### config.mk
export PLATFORM = sky130hd
export DESIGN_NAME = stcmd_store_detect
export DESIGN_NICKNAME = d
export VERILOG_FILES = /design/src/rtl/stcmd_pkg.sv /design/src/rtl/stcmd_strobe_sampler.sv /design/src/rtl/stcmd_seq_matcher.sv /design/src/rtl/stcmd_copy_seq.sv /design/src/rtl/stcmd_store_detect.sv
export SDC_FILE = /design/constraint.sdc
export NUM_CORES = 1
export LEC_CHECK = 0
export CAP_MARGIN = 20
export CORE_MARGIN = 3
export CORE_UTILIZATION = 53
export CTS_BUF_LIST = sky130_fd_sc_hd__clkbuf_4 sky130_fd_sc_hd__clkbuf_8
export CTS_CLUSTER_SIZE = 14
export DETAILED_ROUTE_END_ITERATION = 7
export PLACE_DENSITY_LB_ADDON = 0.15
export SYNTH_ARGS = -nofsm -noshare
export SYNTH_HDL_FRONTEND = slang
export SYNTH_SLANG_ARGS = --single-unit
### constraint.sdc
create_clock -name clk -period 2.1 [get_ports clk]
set_input_delay 0.21 -clock clk [delete_from_list [all_inputs] [get_ports clk]]
set_output_delay 0.21 -clock clk [all_outputs]
set_load 0.02 [all_outputs]
### src/rtl/stcmd_pkg.sv
package stcmd_pkg;
  typedef enum logic [1:0] {
    SEQ_IDLE = 2'd0,
    SEQ_GOT1 = 2'd1,
    SEQ_GOT2 = 2'd2
  } seq_state_e;
endpackage

### src/rtl/stcmd_strobe_sampler.sv
module stcmd_strobe_sampler #(
  parameter int ADDR_W = 11,
  parameter int DATA_W = 8
) (
  input  logic              clk,
  input  logic              rst,
  input  logic [ADDR_W-1:0] addr,
  input  logic [DATA_W-1:0] data,
  input  logic              nv_n,
  input  logic              ce_n,
  input  logic              we_n,
  input  logic              oe_n,
  output logic              step_v,
  output logic [ADDR_W-1:0] step_addr,
  output logic [DATA_W-1:0] step_data,
  output logic              step_oe_n
);
  logic act, act_q;

  assign act = ~nv_n & ~ce_n & ~we_n;

  // Capture follows the bus while the strobe is active and freezes when it ends
  always_ff @(posedge clk) begin
    if (rst) begin
      act_q     <= 1'b0;
      step_v    <= 1'b0;
      step_addr <= '0;
      step_data <= '0;
      step_oe_n <= 1'b1;
    end else begin
      act_q  <= act;
      step_v <= act_q & ~act;
      if (act) begin
        step_addr <= addr;
        step_data <= data;
        step_oe_n <= oe_n;
      end
    end
  end

  assert_step_at_release_R1: assert property (@(posedge clk) disable iff (rst)
    step_v |-> (!$past(act) && $past(act, 2)));
endmodule

### src/rtl/stcmd_seq_matcher.sv
module stcmd_seq_matcher
  import stcmd_pkg::*;
#(
  parameter int              ADDR_W = 11,
  parameter int              DATA_W = 8,
  parameter logic [ADDR_W-1:0] K1_ADDR = ADDR_W'('h555),
  parameter logic [DATA_W-1:0] K1_DATA = DATA_W'('hAA),
  parameter logic [ADDR_W-1:0] K2_ADDR = ADDR_W'('h2AA),
  parameter logic [DATA_W-1:0] K2_DATA = DATA_W'('h55),
  parameter logic [ADDR_W-1:0] K3_ADDR = ADDR_W'('h555),
  parameter logic [DATA_W-1:0] K3_DATA = DATA_W'('h33)
) (
  input  logic              clk,
  input  logic              rst,
  input  logic              step_v,
  input  logic [ADDR_W-1:0] step_addr,
  input  logic [DATA_W-1:0] step_data,
  input  logic              step_oe_n,
  input  logic              busy,
  output logic              start,
  output logic              store_req
);
  seq_state_e state, nxt;
  logic hit1, hit2, hit3;

  assign hit1 = (step_addr == K1_ADDR) && (step_data == K1_DATA);
  assign hit2 = (step_addr == K2_ADDR) && (step_data == K2_DATA);
  assign hit3 = (step_addr == K3_ADDR) && (step_data == K3_DATA);

  always_comb begin
    nxt   = state;
    start = 1'b0;
    if (step_v && !busy) begin
      unique case (state)
        SEQ_IDLE: nxt = hit1 ? SEQ_GOT1 : SEQ_IDLE;
        SEQ_GOT1: nxt = hit2 ? SEQ_GOT2 : (hit1 ? SEQ_GOT1 : SEQ_IDLE);
        SEQ_GOT2: begin
          if (hit3) begin
            nxt   = SEQ_IDLE;
            start = step_oe_n;
          end else begin
            nxt = hit1 ? SEQ_GOT1 : SEQ_IDLE;
          end
        end
        default: nxt = SEQ_IDLE;
      endcase
    end
  end

  always_ff @(posedge clk) begin
    if (rst) begin
      state     <= SEQ_IDLE;
      store_req <= 1'b0;
    end else begin
      state     <= nxt;
      store_req <= start;
    end
  end

  assert_req_single_R2: assert property (@(posedge clk) disable iff (rst)
    store_req |=> !store_req);

  assert_oe_veto_R5: assert property (@(posedge clk) disable iff (rst)
    (step_v && !step_oe_n) |=> !store_req);

  assert_req_with_busy_R7: assert property (@(posedge clk) disable iff (rst)
    store_req |-> busy);
endmodule

### src/rtl/stcmd_copy_seq.sv
module stcmd_copy_seq #(
  parameter int DEPTH = 2048,
  localparam int CA_W = (DEPTH > 1) ? $clog2(DEPTH) : 1
) (
  input  logic            clk,
  input  logic            rst,
  input  logic            start,
  output logic            busy,
  output logic            rd_en,
  output logic [CA_W-1:0] rd_addr,
  output logic            wr_en,
  output logic [CA_W-1:0] wr_addr
);
  localparam logic [CA_W-1:0] LAST = CA_W'(DEPTH - 1);

  always_ff @(posedge clk) begin
    if (rst) begin
      busy    <= 1'b0;
      rd_en   <= 1'b0;
      rd_addr <= '0;
      wr_en   <= 1'b0;
      wr_addr <= '0;
    end else begin
      wr_en   <= rd_en;
      wr_addr <= rd_addr;
      if (start) begin
        rd_en   <= 1'b1;
        rd_addr <= '0;
      end else if (rd_en) begin
        if (rd_addr == LAST) rd_en <= 1'b0;
        else                 rd_addr <= rd_addr + 1'b1;
      end
      if (start)                           busy <= 1'b1;
      else if (wr_en && (wr_addr == LAST)) busy <= 1'b0;
    end
  end

  assert_wr_follows_rd_R6: assert property (@(posedge clk) disable iff (rst)
    rd_en |=> (wr_en && (wr_addr == $past(rd_addr))));

  assert_rd_ascends_R6: assert property (@(posedge clk) disable iff (rst)
    (rd_en && $past(rd_en)) |-> (rd_addr == $past(rd_addr) + 1'b1));

  assert_wr_inside_busy_R7: assert property (@(posedge clk) disable iff (rst)
    wr_en |-> busy);
endmodule

### src/rtl/stcmd_store_detect.sv
module stcmd_store_detect #(
  parameter int ADDR_W = 11,
  parameter int DATA_W = 8,
  parameter int DEPTH  = 2048,
  localparam int CA_W  = (DEPTH > 1) ? $clog2(DEPTH) : 1
) (
  input  logic              clk,
  input  logic              rst,
  input  logic [ADDR_W-1:0] bus_addr,
  input  logic [DATA_W-1:0] bus_data,
  input  logic              nv_en_n,
  input  logic              chip_en_n,
  input  logic              wr_en_n,
  input  logic              out_en_n,
  output logic              store_req,
  output logic              store_busy,
  output logic              copy_rd_en,
  output logic [CA_W-1:0]   copy_rd_addr,
  output logic              copy_wr_en,
  output logic [CA_W-1:0]   copy_wr_addr
);
  logic              step_v, step_oe_n, start;
  logic [ADDR_W-1:0] step_addr;
  logic [DATA_W-1:0] step_data;

  stcmd_strobe_sampler #(.ADDR_W(ADDR_W), .DATA_W(DATA_W)) u_sampler (
    .clk(clk), .rst(rst), .addr(bus_addr), .data(bus_data),
    .nv_n(nv_en_n), .ce_n(chip_en_n), .we_n(wr_en_n), .oe_n(out_en_n),
    .step_v(step_v), .step_addr(step_addr), .step_data(step_data),
    .step_oe_n(step_oe_n)
  );

  stcmd_seq_matcher #(.ADDR_W(ADDR_W), .DATA_W(DATA_W)) u_matcher (
    .clk(clk), .rst(rst), .step_v(step_v), .step_addr(step_addr),
    .step_data(step_data), .step_oe_n(step_oe_n), .busy(store_busy),
    .start(start), .store_req(store_req)
  );

  stcmd_copy_seq #(.DEPTH(DEPTH)) u_copy (
    .clk(clk), .rst(rst), .start(start), .busy(store_busy),
    .rd_en(copy_rd_en), .rd_addr(copy_rd_addr),
    .wr_en(copy_wr_en), .wr_addr(copy_wr_addr)
  );
endmodule

* Word-level counts from Yosys, hierarchy flattened
Cells that the tools add are included.
** Word-level totals
- Flip-flop bits (word level) :: 50
- Output and inout port bits :: 26
** Cells by class
- Add/sub/neg operators :: 1
- Equality and inequality tests :: 9
- Mux-type cells :: 12
- Bitwise gates (word level) :: 8
- Reduce and logical (&&, ||, !) cells :: 10
** Operators with widths (count)
- $eq A11 B11 Y1 const B :: 3
- $add A11 B1 Y11 const B :: 1
- $eq A11 B10 Y1 const B :: 1
- $mux W1 :: 9
- $eq A8 B6 Y1 const B :: 1
- $eq A8 B7 Y1 const B :: 1
- $eq A8 B8 Y1 const B :: 1
- $pmux W2 S3 :: 1
- $logic_and A1 B1 Y1 :: 5
- $not A1 Y1 :: 5
- $mux W2 :: 2
- $and A1 B1 Y1 :: 3
- $eq A2 B1 Y1 const B :: 1
- $eq A2 B2 Y1 const B :: 1
- $logic_not A2 Y1 :: 1
- $reduce_and A2 Y1 :: 1
- $reduce_bool A2 Y1 :: 1
- $reduce_or A2 Y1 :: 1
- $logic_not A1 Y1 :: 1

* Logic depth before layout (Yosys ltp)
- Depth after elaboration :: 6
- Depth in mapped cells :: 5

* By module
Synthesis repeated with hierarchy kept, for this count alone.
** Second synthesis, totals
- Cells, all modules :: 220
- Area total of the unflattened synthesis :: 2190.9 um2
** Modules (own cells, without submodules)
- stcmd_strobe_sampler :: times used 1, cells an instance 99, area an instance 978.4 um2, seq. area each 440.4 um2
- stcmd_copy_seq :: times used 1, cells an instance 94, area an instance 945.9 um2, seq. area each 500.5 um2
- stcmd_seq_matcher :: times used 1, cells an instance 27, area an instance 266.5 um2, seq. area each 60.1 um2

* Worst setup path after synthesis
OpenSTA, ideal clock, no wires.
- Kind :: flip-flop to flip-flop
- Start point :: register u_copy.rd_addr[3]
- End point :: register u_copy.rd_addr[1]
- Library setup time :: 115 ps
- Arrival :: 1446 ps
- Required time :: 1985 ps
- Path slack :: 539 ps
- Cell stages (with the launch flop) :: 5
- Buffers on the path :: 0
- Path through :: dfxtp_1 -> nand4_4 -> o41ai_4 -> mux2i_1 -> nor2_2
** On the way
- Cells in the longest elaborated chain, start to end :: 3
** Ends and longest elaborated chain
- start, declared :: line stcmd_copy_seq.sv:10 : output logic [CA_W-1:0] rd_addr,
- start signal, assigned :: line stcmd_copy_seq.sv:31 : else rd_addr <= rd_addr + 1'b1;
- $eq A11 B11 Y1 :: line stcmd_copy_seq.sv:30 : if (rd_addr == LAST) rd_en <= 1'b0;
- $not A1 Y1 (no source line)
- $reduce_and A2 Y1 (no source line)
Every way passes these cells.
A chain may end at the register's enable or synchronous reset.

* Worst setup path after layout
- Start point :: register u_copy.rd_addr[3]
- End point :: output port copy_rd_addr[3]
** RTL lines
- end, declared :: line stcmd_store_detect.sv:18 : output logic [CA_W-1:0] copy_rd_addr,
No word-level cell between the ends.

==> reports/results.tsv <==
stage	metric	value	unit
power	Psw	301	uW
setup_path	Crit Path Class	flip-flop to primary output	
logic_synthesis	FFs w/ async S/R, synth	0	%
sta	fin crit period	1.76	ns
floorplan	die area	4290	sq um
layout	share of layout cells above drive strength 1	10.0	%
power	Int Power	1170	uW
detailed_routing	drt initial violations	74	
sta	RSZ-0062 raised after global routing	false	
layout	Final Net Count	256	
detailed_routing	total number of vias	1575	
place	Detailed Place HPWL	3300	um
flow_run	max-cap viol count	0	
clock_network	CTS root buf	clkbuf_4	
setup_path	CP Capture Type	primary output	
setup_path	r2r startpoint	u_copy.rd_en$_SDFF_PP0_	
logic_synthesis	synthesized net count	202	
power	Comb power frac	6.3	%
setup_path	critical path arrival	1.55	ns
sta	slew at the pin closest to its max-slew limit	0.386	ns
power	Pwr Density	592	nW/um^2
setup_path	cells along the critical path	clkdlybuf4s50_1	
clock_network	CTS sink cnt	50	
logic_synthesis	YS warnings	0	
detailed_routing	# DRC	0	
detailed_routing	WL/cell	15.7	um
power	clock share of power	27.8	%
setup_path	critical path peak fanout	9	
setup_path	max incr delay on CP	0.68	ns
place	GPL Wtd Cong	0.889	
floorplan	Cell Rows	20	
hold_path	Hold Path Class	input port to flip-flop	
hold_path	HP Start	out_en_n	
place	PortBufs	50	
sta	max-slew violations	0	
clock_network	Post-CTS Resized	0	
logic_synthesis	register area share after synthesis	53.3	%
logic_synthesis	synthesized instance count	176	
global_route	first-pass GRT wire length	7100	um
power	Lkg Pwr	0.000895	uW
sta	Achievable Freq	568	MHz
setup_path	crit-path leading delay family	buffers and inverters	
sta	Fin. Hold Viols	0	
sta	Tcrit/Tclk final	83.8	%
clock_network	number of hold buffers added after cts	0	
power	share of power burned in registers	66.0	%
floorplan	effective utilization at floorplan	58.6	%
sta	setup TNS	0	ns
clock_network	CTS tree	built	
sta	Setup Skew	0.00251	ns
global_route	largest net degree at the start of global routing	22	
logic_synthesis	Syn Std Cell Area	1880	sq um
sta	Slew Limit Headroom	74.1	%
setup_path	Worst Path Required	1.89	ns
setup_path	CP Launch Type	flip-flop	
clock_network	CTS clk-pin slew, worst paths	0.12	ns
clock_network	H-tree levels	2	
clock_network	total CTS buffers	5	
layout	Layout area overhead	32.7	%
place	pre-CTS setup slack	0.0469	ns
global_route	initial antenna violation count	0	
floorplan	width of the chip	65.5	um
power	VDD IR max	0.403	mV
logic_synthesis	Synth top area share	53.3	%
setup_path	critical path launch point	u_copy.rd_addr[3]$_SDFFE_PP0P_	
logic_synthesis	Top FF cell, synth	dfxtp_1	
layout	number of fillers in the final layout	233	
logic_synthesis	top cells by count, synth	dfxtp_1, a22o_1, nor2_1, nor2b_1, nand2_1	
global_route	vias in the first global route	1509	
logic_synthesis	most common cell in the netlist	dfxtp_1	
global_route	GR Overflow Total	0	
floorplan	io pins	51	
sta	worst setup margin	0.341	ns
setup_path	CP max stage cell	clkdlybuf4s50_1	
outcome	status	finished clean	
floorplan	core footprint	3200	sq um
logic_synthesis	Area contributors post-synth	dfxtp_1, a22o_1, nor2b_1	
clock_network	Clock Path Buffers	2	
floorplan	Die Ht	65.5	um
logic_synthesis	number of library cell types mapped by synthesis	41	
logic_synthesis	most area-hungry cell type in the Yosys netlist	dfxtp_1	
detailed_routing	Via-to-Cell Ratio	5.75	
clock_network	postcts setup bufs	0	
sta	setup violators final	0	
clock_network	Worst-Skew Late Latency	0.34	ns
detailed_routing	first-pass iteration count of the detailed router	4	
layout	n_diodes	0	
logic_synthesis	Syn Area/Cell	10.7	sq um
sta	WHS	0.427	ns
detailed_routing	WL final	4300	um
power	Sw Ratio	20.4	%
detailed_routing	ANT nets after route	0	
setup_path	Bufs and invs on worst path	1	
logic_synthesis	Seq cells post-synth	50	
logic_synthesis	EDFF count, synth	0	
global_route	gr usage total	21.2	%
## cells by family after synthesis
| family | after synthesis | share of synthesized area (%) |
|---|---|---|
| AO/OA/AOI/OAI | 42 | 18.5 |
| flip-flops | 50 | 53.3 |
| multiplexers | 1 | 0.533 |
| buffers and inverters | 11 | 2.40 |
| XOR/XNOR | 1 | 0.466 |
| adder cells (fa/ha/maj) | 1 | 0.666 |
| AND/OR/NAND/NOR | 70 | 24.2 |
## per-stage QoR
stage / utilization (%) / std cells / power, uW / cell area [sq um]
final: 77.8 / 274 / 1470 / 2490
after global routing: 77.8 / 274 / 1530 / 2490
after CTS: 77.6 / 273 / 1480 / 2480
after detailed placement: 75.9 / 266 / 1080 / 2430
after global placement: 75.9 / 266 / 1080 / 2430
after floorplan: - / 176 / 1030 / 1880
## flip-flops by register name, indices dropped and copies added, names as in the netlist
| name | cells |
|---|---|
| u_sampler.step_v | 1 |
| u_matcher.state | 2 |
| u_copy.rd_addr | 11 |
| u_sampler.act_q | 1 |
| u_sampler.step_addr | 11 |
| u_sampler.step_oe_n | 1 |
| u_copy.wr_addr | 11 |
| u_copy.rd_en | 1 |
| u_copy.wr_en | 1 |
| u_matcher.store_req | 1 |
| u_sampler.step_data | 8 |
| u_copy.busy | 1 |
## final cells by class
| class | instances | area (sq um) | share of cell area, % |
|---|---|---|---|
| clock buffers | 7 | 52.6 | 2.11 |
| inverters | 4 | 15.0 | 0.602 |
| multi-input cells | 115 | 838 | 33.6 |
| flip-flops and latches | 50 | 1000 | 40.2 |
| well taps | 44 | 55.1 | 2.21 |
| repair buffers | 54 | 531 | 21.3 |
## worst reg2reg max path, stage by stage (launching register included)
cell and delay [ns]:
dfxtp_1 0.51, nand4_1 0.32, or2_0 0.31, or3_1 0.31, a21oi_1 0.14
## placed cells by master, fill, tap and decap left out, types with 3 or more instances in the layout
cell,count
nor2_1,10
nor3_1,3
nand4_1,6
a21oi_1,6
clkdlybuf4s50_1,50
o21ai_0,3
nand3_1,3
inv_1,4
or3_1,4
nor4bb_1,5
nor2b_1,10
a22o_1,19
and3_1,3
buf_4,4
dfxtp_1,50
clkbuf_4,7
a31oi_1,4
nand2_1,9
## worst paths after layout
check	slack [ns]	end	depth (start not counted)
worst max register to register	0.46	u_copy.rd_addr[9]$_SDFFE_PP0P_	4
worst min-delay path	0.43	u_sampler.step_oe_n$_SDFFE_PP1P_	3
worst max-delay path	0.34	copy_rd_addr[3]	1
worst min register to register	0.44	u_sampler.step_v$_SDFF_PP0_	1
## power groups by stage
stage | combinational (uW) | clock [uW] | sequential [uW]
after floorplan | 35.3 | 0 | 990
after global placement | 86.1 | 0 | 992
after detailed placement | 89.6 | 0 | 994
after CTS | 90.2 | 422 | 972
after global routing | 98.6 | 460 | 975
final | 92.2 | 409 | 973
## routing by layer
metal	GRT usage (%)	up-vias	wire (um)
met5	0	-	0
met4	7.51	0	35
met3	5.30	6	202
met2	34.9	52	2110
met1	27.0	754	1960
li1	-	763	-
Power figures use the tool's default switching activity.
